[config.mk]
export PLATFORM = sky130hd
export DESIGN_NAME = ucode_ctrl
export DESIGN_NICKNAME = d
export VERILOG_FILES = /design/src/rtl/ucode_pkg.sv /design/src/rtl/ucode_phase.sv /design/src/rtl/ucode_addr.sv /design/src/rtl/ucode_table.sv /design/src/rtl/ucode_ctrl.sv
export SDC_FILE = /design/constraint.sdc
export NUM_CORES = 1
export LEC_CHECK = 0
export BUFFER_PORTS_ARGS = -buffer_cell sky130_fd_sc_hd__buf_2
export CAP_MARGIN = 10
export CELL_PAD_IN_SITES_DETAIL_PLACEMENT = 1
export CELL_PAD_IN_SITES_GLOBAL_PLACEMENT = 1
export CORE_MARGIN = 4
export CORE_UTILIZATION = 20
export CTS_BUF_LIST = sky130_fd_sc_hd__clkbuf_8
export DETAILED_ROUTE_END_ITERATION = 8
export PLACE_DENSITY = 0.81
export SETUP_SLACK_MARGIN = 0.02
export SYNTH_ARGS = -nofsm -noshare
export SYNTH_HDL_FRONTEND = slang
export SYNTH_SLANG_ARGS = --single-unit
export TNS_END_PERCENT = 100
[constraint.sdc]
create_clock -name clk_i -period 0.9 [get_ports clk_i]
set_input_delay 0.135 -clock clk_i [delete_from_list [all_inputs] [get_ports clk_i]]
set_output_delay 0.135 -clock clk_i [all_outputs]
set_load 0.005 [all_outputs]
[src/rtl/ucode_pkg.sv]
package ucode_pkg;
  localparam int OP_W  = 4;
  localparam int SEL_W = 4;
  localparam int UA_W  = OP_W + 3;
  localparam int CW_W  = 16;

  localparam int UA_C_BIT  = OP_W;
  localparam int UA_E_BIT  = OP_W + 1;
  localparam int UA_PH_BIT = OP_W + 2;

  typedef enum logic [OP_W-1:0] {
    OP_CMPI = 4'h0, OP_CMPM = 4'h1, OP_JMP  = 4'h2, OP_JC   = 4'h3,
    OP_NORI = 4'h4, OP_NORM = 4'h5, OP_JNC  = 4'h6, OP_LD   = 4'h7,
    OP_JE   = 4'h8, OP_JNE  = 4'h9, OP_ADDI = 4'hA, OP_ADDM = 4'hB,
    OP_ST   = 4'hC, OP_LIT  = 4'hD, OP_OUT  = 4'hE, OP_IN   = 4'hF
  } opcode_e;

  localparam logic [SEL_W-1:0] SEL_IDLE = 4'h0;
  localparam logic [SEL_W-1:0] SEL_NOR  = 4'h1;
  localparam logic [SEL_W-1:0] SEL_SUB  = 4'h6;
  localparam logic [SEL_W-1:0] SEL_ADD  = 4'h9;
  localparam logic [SEL_W-1:0] SEL_PASS = 4'hA;

  typedef struct packed {
    logic             fetch_ld_n;
    logic             port_out_n;
    logic             port_in_n;
    logic             mem_we_n;
    logic             mem_oe_n;
    logic [SEL_W-1:0] alu_sel;
    logic             alu_m;
    logic             cin_n;
    logic             pc_ld_n;
    logic             pc_inc;
    logic             flg_ld_n;
    logic             acc_ld_n;
    logic             opnd_oe_n;
  } ctrl_t;

  // All strobes off; the two layout-tied bits follow the opcode.
  function automatic ctrl_t quiet_word(input logic [OP_W-1:0] op);
    ctrl_t w;
    w            = '1;
    w.alu_sel    = SEL_IDLE;
    w.pc_inc     = 1'b0;
    w.cin_n      = op[3];
    w.alu_m      = op[2];
    return w;
  endfunction

  function automatic ctrl_t fetch_word(input logic [OP_W-1:0] op);
    ctrl_t w;
    w            = quiet_word(op);
    w.fetch_ld_n = 1'b0;
    w.pc_inc     = 1'b1;
    return w;
  endfunction

  function automatic ctrl_t step_word(input logic [OP_W-1:0] op);
    ctrl_t w;
    w        = quiet_word(op);
    w.pc_inc = 1'b1;
    return w;
  endfunction

  function automatic ctrl_t jump_word(input logic [OP_W-1:0] op, input logic taken);
    ctrl_t w;
    w         = quiet_word(op);
    w.pc_inc  = ~taken;
    w.pc_ld_n = ~taken;
    return w;
  endfunction

  function automatic logic is_jump(input logic [OP_W-1:0] op);
    case (opcode_e'(op))
      OP_JMP, OP_JC, OP_JNC, OP_JE, OP_JNE: return 1'b1;
      default:                              return 1'b0;
    endcase
  endfunction
endpackage

[src/rtl/ucode_phase.sv]
module ucode_phase (
  input  logic clk_i,
  input  logic rst_i,
  output logic phase_o
);
  logic phase_q;

  always_ff @(posedge clk_i) begin
    if (rst_i) phase_q <= 1'b0;
    else       phase_q <= ~phase_q;
  end

  assign phase_o = phase_q;

  // reset clears the step bit
  a_r1_phase_clear: assert property (@(posedge clk_i) rst_i |=> !phase_q);
  // the step bit alternates each clock out of reset
  a_r2_phase_toggle: assert property (@(posedge clk_i) disable iff (rst_i)
    !rst_i |=> phase_q != $past(phase_q));
endmodule

[src/rtl/ucode_addr.sv]
module ucode_addr
  import ucode_pkg::*;
(
  input  logic [OP_W-1:0] opcode_i,
  input  logic            flag_c_i,
  input  logic            flag_e_i,
  input  logic            phase_i,
  output logic [UA_W-1:0] uaddr_o
);
  always_comb begin
    uaddr_o                = '0;
    uaddr_o[OP_W-1:0]      = opcode_i;
    uaddr_o[UA_C_BIT]      = flag_c_i;
    uaddr_o[UA_E_BIT]      = flag_e_i;
    uaddr_o[UA_PH_BIT]     = phase_i;
  end
endmodule

[src/rtl/ucode_table.sv]
module ucode_table
  import ucode_pkg::*;
(
  input  logic [UA_W-1:0] uaddr_i,
  output ctrl_t           word_o,
  output logic            jump_o,
  output logic            taken_o
);
  logic [OP_W-1:0] op;
  logic            fc, fe, ph;

  assign op = uaddr_i[OP_W-1:0];
  assign fc = uaddr_i[UA_C_BIT];
  assign fe = uaddr_i[UA_E_BIT];
  assign ph = uaddr_i[UA_PH_BIT];

  always_comb begin
    word_o  = quiet_word(op);
    jump_o  = 1'b0;
    taken_o = 1'b0;
    if (!ph) begin
      word_o = fetch_word(op);
    end else begin
      case (opcode_e'(op))
        OP_JMP: begin jump_o = 1'b1; taken_o = 1'b1; word_o = jump_word(op, 1'b1); end
        OP_JC:  begin jump_o = 1'b1; taken_o = fc;   word_o = jump_word(op, fc);   end
        OP_JNC: begin jump_o = 1'b1; taken_o = ~fc;  word_o = jump_word(op, ~fc);  end
        OP_JE:  begin jump_o = 1'b1; taken_o = fe;   word_o = jump_word(op, fe);   end
        OP_JNE: begin jump_o = 1'b1; taken_o = ~fe;  word_o = jump_word(op, ~fe);  end
        OP_ADDI: begin
          word_o = step_word(op);
          word_o.alu_sel = SEL_ADD; word_o.opnd_oe_n = 1'b0;
          word_o.acc_ld_n = 1'b0;   word_o.flg_ld_n = 1'b0;
        end
        OP_ADDM: begin
          word_o = step_word(op);
          word_o.alu_sel = SEL_ADD; word_o.mem_oe_n = 1'b0;
          word_o.acc_ld_n = 1'b0;   word_o.flg_ld_n = 1'b0;
        end
        OP_CMPI: begin
          word_o = step_word(op);
          word_o.alu_sel = SEL_SUB; word_o.opnd_oe_n = 1'b0; word_o.flg_ld_n = 1'b0;
        end
        OP_CMPM: begin
          word_o = step_word(op);
          word_o.alu_sel = SEL_SUB; word_o.mem_oe_n = 1'b0; word_o.flg_ld_n = 1'b0;
        end
        OP_NORI: begin
          word_o = step_word(op);
          word_o.alu_sel = SEL_NOR; word_o.opnd_oe_n = 1'b0;
          word_o.acc_ld_n = 1'b0;   word_o.flg_ld_n = 1'b0;
        end
        OP_NORM: begin
          word_o = step_word(op);
          word_o.alu_sel = SEL_NOR; word_o.mem_oe_n = 1'b0;
          word_o.acc_ld_n = 1'b0;   word_o.flg_ld_n = 1'b0;
        end
        OP_LD: begin
          word_o = step_word(op);
          word_o.alu_sel = SEL_PASS; word_o.mem_oe_n = 1'b0; word_o.acc_ld_n = 1'b0;
        end
        OP_LIT: begin
          word_o = step_word(op);
          word_o.alu_sel = SEL_PASS; word_o.opnd_oe_n = 1'b0; word_o.acc_ld_n = 1'b0;
        end
        OP_IN: begin
          word_o = step_word(op);
          word_o.alu_sel = SEL_PASS; word_o.port_in_n = 1'b0; word_o.acc_ld_n = 1'b0;
        end
        OP_ST: begin
          word_o = step_word(op);
          word_o.mem_we_n = 1'b0;
        end
        OP_OUT: begin
          word_o = step_word(op);
          word_o.port_out_n = 1'b0;
        end
        default: word_o = quiet_word(op);
      endcase
    end
  end
endmodule

[src/rtl/ucode_ctrl.sv]
module ucode_ctrl
  import ucode_pkg::*;
(
  input  logic            clk_i,
  input  logic            rst_i,
  input  logic [OP_W-1:0] opcode_i,
  input  logic            flag_c_i,
  input  logic            flag_e_i,
  output logic            phase_o,
  output logic [UA_W-1:0] uaddr_o,
  output logic [CW_W-1:0] ctrl_o
);
  logic            phase_w;
  logic [UA_W-1:0] uaddr_w;
  ctrl_t           tbl_w;
  ctrl_t           out_w;
  logic            jump_w;
  logic            taken_w;

  ucode_phase u_phase (
    .clk_i   (clk_i),
    .rst_i   (rst_i),
    .phase_o (phase_w)
  );

  ucode_addr u_addr (
    .opcode_i (opcode_i),
    .flag_c_i (flag_c_i),
    .flag_e_i (flag_e_i),
    .phase_i  (phase_w),
    .uaddr_o  (uaddr_w)
  );

  ucode_table u_table (
    .uaddr_i (uaddr_w),
    .word_o  (tbl_w),
    .jump_o  (jump_w),
    .taken_o (taken_w)
  );

  assign out_w   = rst_i ? quiet_word(opcode_i) : tbl_w;
  assign phase_o = phase_w;
  assign uaddr_o = uaddr_w;
  assign ctrl_o  = out_w;

  // reset keeps every strobe off
  a_r1_reset_quiet: assert property (@(posedge clk_i)
    rst_i |-> (out_w.acc_ld_n && out_w.flg_ld_n && out_w.pc_ld_n && !out_w.pc_inc
               && out_w.mem_we_n && out_w.port_out_n && out_w.fetch_ld_n));
  // fetch step never loads the datapath
  a_r3_fetch_only: assert property (@(posedge clk_i) disable iff (rst_i)
    !phase_w |-> (!out_w.fetch_ld_n && out_w.pc_inc && out_w.pc_ld_n
                  && out_w.acc_ld_n && out_w.flg_ld_n && out_w.mem_we_n));
  // a jump either loads the PC or increments it, never both nor neither
  a_r4_jump_pc: assert property (@(posedge clk_i) disable iff (rst_i)
    (phase_w && jump_w) |-> (out_w.pc_inc == out_w.pc_ld_n) && (out_w.pc_ld_n == !taken_w));
  // layout-tied bits track opcode bits 3 and 2
  a_r5_tied_bits: assert property (@(posedge clk_i)
    (out_w.cin_n == opcode_i[3]) && (out_w.alu_m == opcode_i[2]));
  // jumps leave the ALU path idle
  a_r6_jump_quiet: assert property (@(posedge clk_i) disable iff (rst_i)
    (phase_w && jump_w) |-> (out_w.acc_ld_n && out_w.flg_ld_n && out_w.opnd_oe_n
                             && out_w.alu_sel == SEL_IDLE && out_w.mem_oe_n));
  // non-jumps step past their second byte
  a_r11_step: assert property (@(posedge clk_i) disable iff (rst_i)
    (phase_w && !jump_w) |-> (out_w.pc_inc && out_w.pc_ld_n));
endmodule

==> results.py, run 1 <==
metrics = {
    "hold_path": {
        "hold_class": "input pin to output port",
        "holdCritStartpoint": "flag_c_i",
    },
    "yosys": {
        "syn_nets": 61,
        "ys_types": 22,
        "yosys.area.top_type": "buf_4",
        "ys_ff_latch": 1,
        "ys_seq_area_share_pct": 5.71,
        "synth_top_area_share_pct": 19.3,
        "yosys_warnings": 0,
        "syn_avg_cell_area_sq_um": 6.61,
        "synth.area.top_cells": "buf_4 19%, nand2_1 6.4%, nor2_1 6.4%, a21oi_1 5.7%, dfxtp_1 5.7%",
        "syn_inst": 53,
        "netlist_area_sq_um": 350,
    },
    "global_route": {
        "first_global_vias": 518,
        "gr-usage-met3_pct": 1.81,
        "met1_usage_pct": 12.4,
        "grt_pass1_wl_mm": 2.44,
        "grt.met2_usage_pct": 25.8,
        "antenna_found_initial": 0,
        "busiest_layer": "met2",
        "grt_usage_pct": 12.0,
        "grt_max_degree": 9,
        "grt-ovfl-total": 0,
    },
    "cells_and_area": {
        "nNetsFinal": 95,
        "diodes": 0,
        "syn_to_final_growth_pct": 103,
        "largest_register_ff_count": 1,
        "design_area_sq_um": 712,
        "drive_gt1_share_pct": 81.2,
    },
    "cts": {
        "cts_hold_buf": 0,
        "worstSkewPairLatency_ps": 0,
    },
    "critical_path": {
        "cp_cell_sequence": "buf_6 -> mux2_4 -> o32ai_4 -> nand2b_1 -> buf_2",
        "path_class": "input pin to output port",
        "worstSetupEndpointType": "output port",
        "crit_slowest_cell": "mux2_4",
        "critPathRequiredTime_ps": 760,
        "worst-r2r-cell-count": 2,
        "cp.arrival_ps": 990,
        "r2r-end": "u_phase.phase_o$_SDFF_PP0_",
        "regToRegSetupSlack_ps": 250,
        "crit_end": "ctrl_o[4]",
        "worstReg2RegStart": "u_phase.phase_o$_SDFF_PP0_",
        "max_stage_delay_ps": 300,
        "critPathMaxFanout": 2,
        "crit_path_start": "flag_c_i",
        "critPathLaunchType": "input pin",
    },
    "floorplan": {
        "dieArea_sq_um": 2490,
        "coreArea_sq_um": 1580,
        "die_h_microns": 49.9,
        "pin_count": 32,
        "dieWidth_microns": 49.9,
        "rows": 14,
        "start_util_pct": 22.2,
    },
    "place": {
        "gp_congestion": 0.778,
        "hpwl_mm": 1.09,
        "place_ws_ps": -240,
        "post_dp_cell_area_sq_um": 539,
        "portBuffers": 31,
    },
    "power_and_ir_drop": {
        "clockPowerShare_pct": 0,
        "p_per_area_nw_per_um2": 506,
        "vdd_drop_max_v": 0.000362,
        "combinationalPowerShare_pct": 84.6,
        "power.leakage_nw": 0.324,
        "intPower_uw": 218,
        "power.switching_uw": 142,
        "power_frac_seq_pct": 15.4,
        "swShare_pct": 39.4,
    },
    "sta": {
        "tightest_slew_ps": 225,
        "finalMaxSlewViolations": 0,
        "fin_crit_sh_pct": 125,
        "rsz0062_at_grt": "true",
        "fmax_ghz": 0.891,
        "hold_viol": 0,
        "skew_ps": 0,
        "layout_min_cycle_time_ps": 1120,
        "fin_ws_ps": -222,
        "max-slew-margin-rel_pct": 85.0,
        "setup_viol": 13,
    },
    "routing": {
        "vias_per_cell": 4.76,
        "drc": 0,
        "dr.first_iter.drc_count": 4,
        "ant_nets": 0,
        "drt-total-wl_mm": 1.52,
        "wl_per_cell_microns": 15.0,
        "vias": 481,
        "dr.pass1.iters": 3,
    },
    "outcome": {
        "status": "complete, but fails checks",
        "failed_checks": "negative setup slack",
    },
    "run": {
        "drv_cap": 0,
    },
}
## cells by family after synthesis
family	Yosys count	share of synthesized area, %
AOI/OAI and AO/OA	8	15.4
xor gates and xnor gates	2	5.00
buffers and inverters	14	27.9
DFF	1	5.71
muxes	2	7.50
and+or+nand+nor	26	38.6
## how the worst min path moves through the flow
stage / cells after the start / slack [ps] / end
detailed placement: 2 / 470 / uaddr_o[5]
global route: 2 / 460 / uaddr_o[4]
finish: 2 / 450 / uaddr_o[4]
floorplan: 1 / 210 / u_phase.phase_o$_SDFF_PP0_
CTS: 2 / 450 / uaddr_o[4]
global placement: 3 / 460 / u_phase.phase_o$_SDFF_PP0_
## layout by cell type, fill, tap and decap left out, drive strengths merged
cell / n
nor2b: 2
o32ai: 1
or3: 1
mux2: 2
or2: 1
nand4bb: 1
nor2: 6
nand2b: 2
o21ai: 2
a21o: 1
nand2: 6
inv: 1
a21oi: 4
nand3: 4
and3: 1
buf: 45
xnor2: 2
nand3b: 2
dfxtp: 1
## cell usage after synthesis, drive strengths merged
cell type  instances
nand3b             2
a21oi              4
nand3              4
and3               1
a21o               1
nand2              6
or3                1
mux2               2
or2                1
nand4bb            1
o21ai              2
nor2               6
buf               13
inv                1
nand2b             2
o32ai              1
nor2b              2
xnor2              2
dfxtp              1
## critical path: cells and delay by family
family                 cells  cell delay, ps
AO/OA/AOI/OAI              1             230
buffers and inverters      2             230
multiplexers               1             300
AND/OR/NAND/NOR            1              90
## stage by stage
step                util (%)  TNS (ps)  std cells  power, mW  hold WS, ps
finish                  45.2     -1520        101      0.360          449
global route            45.2     -2150        101      0.385          464
floorplan                  -      -188         53      0.191          211
CTS                     43.3     -1410        101      0.341          447
global placement        34.2     -1920         99      0.262          462
detailed placement      34.2     -2220         99      0.271          466
## layout make-up
class	count	area (sq um)
Fill cell	196	865
Inverter	1	3.75
Multi-Input combinational cell	38	349
Sequential cell	1	23.8
Tap cell	16	20.0
Timing Repair Buffer	45	315
## power groups by stage
stage | Sequential (mW) | Combinational (mW) | Clock [mW]
after floorplan | 0.0540 | 0.137 | 0
after global placement | 0.0541 | 0.208 | 0
after detailed placement | 0.0541 | 0.217 | 0
after CTS | 0.0546 | 0.287 | 0
after global routing | 0.0570 | 0.328 | 0
final | 0.0554 | 0.305 | 0
## what timing repair did
action | 4_1_cts | 5_1_grt
gates resized for setup | 31 | 7
setup buffers | 2 | 0
endpoints found under the hold margin | 0 | 0
pin swaps | 12 | 6
endpoints found under the setup margin | 14 | 14
## layer usage
metal,up-vias,wire [microns]
li1,233,-
met1,224,519
met2,22,862
met3,2,115
met4,0,21
met5,-,0
Note: power is estimated with default switching activity, not from simulation.
==> run 2: changes to the inputs <==
Settings changed: CELL_PAD_IN_SITES_DETAIL_PLACEMENT 1 to 2, CELL_PAD_IN_SITES_GLOBAL_PLACEMENT 1 to 2, CORE_ASPECT_RATIO set to 1.75, CORE_UTILIZATION 20 to 15, PLACE_DENSITY 0.81 to 0.83.
Clock period 0.9 ns to 1 ns, I/O delays scaled along.
==> run 2 against run 1 <==
  * The run still ends with negative setup slack left
  * Combinational power is 6.6% lower
  * Highest routed layer is now met3
  * Worst hold slack worse by 40 ps
  * Clock skew stayed put
  * Critical path depth stayed put
  * Largest power group unchanged
  * First-iteration DRC count stayed put
  * Sequential share of layout area is 0.14 points lower
  * Sequential power is 14% lower
==> results.py, run 2 (synthesis gave the netlist of run 1 again) <==
metrics = {
    "place": {
        "gp_congestion": 0.646,
        "portBuffers": 31,
        "place_ws_ps": -167,
        "hpwl_mm": 1.17,
        "place_inst": 107,
        "post_dp_cell_area_sq_um": 541,
    },
    "global_route": {
        "first_global_vias": 504,
        "grt_usage_pct": 9.84,
        "grt-ovfl-total": 0,
        "antenna_found_initial": 0,
        "grt_pass1_wl_mm": 2.53,
        "grt_max_degree": 9,
    },
    "cells_and_area": {
        "nNetsFinal": 98,
        "design_area_sq_um": 742,
        "final_cell_mix": "26 x buf_2, 15 x buf_4, 4 x nand2_1",
        "syn_to_final_growth_pct": 112,
        "drive_gt1_share_pct": 77.3,
        "largest_register_ff_count": 1,
        "stdcell_count": 112,
        "fillers": 253,
        "mostFrequentLayoutCell": "buf_2",
        "diodes": 0,
    },
    "sta": {
        "max-slew-margin-rel_pct": 86.1,
        "hold_viol": 0,
        "fin_crit_sh_pct": 112,
        "fmax_ghz": 0.892,
        "tightest_slew_ps": 208,
        "finalMaxSlewViolations": 0,
        "rsz0062_at_grt": "true",
        "layout_min_cycle_time_ps": 1120,
        "setup_viol": 9,
        "skew_ps": 0,
        "hold_slack_ps": 409,
        "fin_ws_ps": -121,
    },
    "floorplan": {
        "start_util_pct": 16.1,
        "die_h_microns": 71.9,
        "coreArea_sq_um": 2170,
        "dieWidth_microns": 44.5,
        "pin_count": 32,
        "dieArea_sq_um": 3200,
        "rows": 22,
    },
    "power_and_ir_drop": {
        "p_total_uw": 333,
        "p_per_area_nw_per_um2": 449,
        "power.leakage_nw": 0.335,
        "vdd_drop_max_v": 0.000264,
    },
    "critical_path": {
        "critPathRequiredTime_ps": 850,
        "critPathBufInv": 2,
        "worstReg2RegStart": "u_phase.phase_o$_SDFF_PP0_",
        "cp.arrival_ps": 970,
        "max_stage_delay_ps": 310,
        "crit_slowest_cell": "mux2_4",
        "crit_path_start": "flag_c_i",
        "critPathMaxFanout": 2,
        "r2r-end": "u_phase.phase_o$_SDFF_PP0_",
        "cp_cell_sequence": "buf_6 -> mux2_4 -> o32ai_4 -> nand2b_1 -> buf_2",
        "worst_path_dominant_cell_family": "multiplexers",
        "worstSetupEndpointType": "output port",
        "crit_end": "ctrl_o[4]",
        "worst-r2r-cell-count": 2,
        "critPathLaunchType": "input pin",
        "worst-path-stages": 5,
        "path_class": "input pin to output port",
        "regToRegSetupSlack_ps": 360,
    },
    "routing": {
        "dr.pass1.iters": 2,
        "vias": 503,
        "vias_per_cell": 4.49,
        "drt-total-wl_mm": 1.65,
        "dr.first_iter.drc_count": 4,
        "wl_per_cell_microns": 14.8,
        "drc": 0,
        "ant_nets": 0,
    },
    "outcome": {
        "failed_checks": "negative setup slack",
        "status": "complete, but fails checks",
    },
    "cts": {
        "clk_pin_slew_worst_paths_ps": 0,
        "cts_hold_buf": 0,
        "worstSkewPairLatency_ps": 0,
    },
    "hold_path": {
        "holdCritStartpoint": "rst_i",
        "hold_class": "input pin to register",
    },
    "run": {
        "drv_cap": 0,
    },
}
run 2: final cells by class:
cell class | count | area [sq um] | area share, %
repair buffers | 48 | 358 | 48.2
flip-flops and latches | 1 | 23.8 | 3.20
inverters | 1 | 3.75 | 0.506
multi-input cells | 38 | 327 | 44.0
well taps | 24 | 30.0 | 4.05
run 2: stage by stage:
step	setup TNS, ps	utilization (%)
after detailed placement	-1150	24.9
after global routing	-904	34.1
after global placement	-930	24.9
final	-437	34.1
after CTS	-446	33.0
after floorplan	0	-
run 2: how the worst min path moves through the flow:
| stage | endpoint | cells after the start |
|---|---|---|
| 6_report | u_phase.phase_o$_SDFF_PP0_ | 2 |
| 5_1_grt | u_phase.phase_o$_SDFF_PP0_ | 2 |
| 4_1_cts | u_phase.phase_o$_SDFF_PP0_ | 2 |
| 3_5_place_dp | u_phase.phase_o$_SDFF_PP0_ | 2 |
| 3_3_place_gp | u_phase.phase_o$_SDFF_PP0_ | 2 |
| 2_1_floorplan | u_phase.phase_o$_SDFF_PP0_ | 1 |
run 2: metal layers:
layer  part of all wire (%)  wire length (microns)  vias up  track usage [%]
met1                     34                    557      240             10.6
met3                    8.4                    139        0             1.99
li1                       -                      -      241                -
met2                     58                    955       22             19.7
met4                      0                      0        0                0
met5                      0                      0        -                0
run 2: power by group:
| part | total, mW | switching, mW | internal, mW |
|---|---|---|---|
| Sequential | 0.0478 | 0.00462 | 0.0432 |
| Clock | 0 | 0 | 0 |
| Combinational | 0.285 | 0.119 | 0.166 |
| Total | 0.333 | 0.124 | 0.209 |
run 2: what timing repair did:
item / in CTS / in global routing
gates resized for setup: 31 / 7
pin swaps: 11 / 8
setup endpoints to repair: 13 / 14
cloned: 1 / 0
buffers inserted: 3 / 1
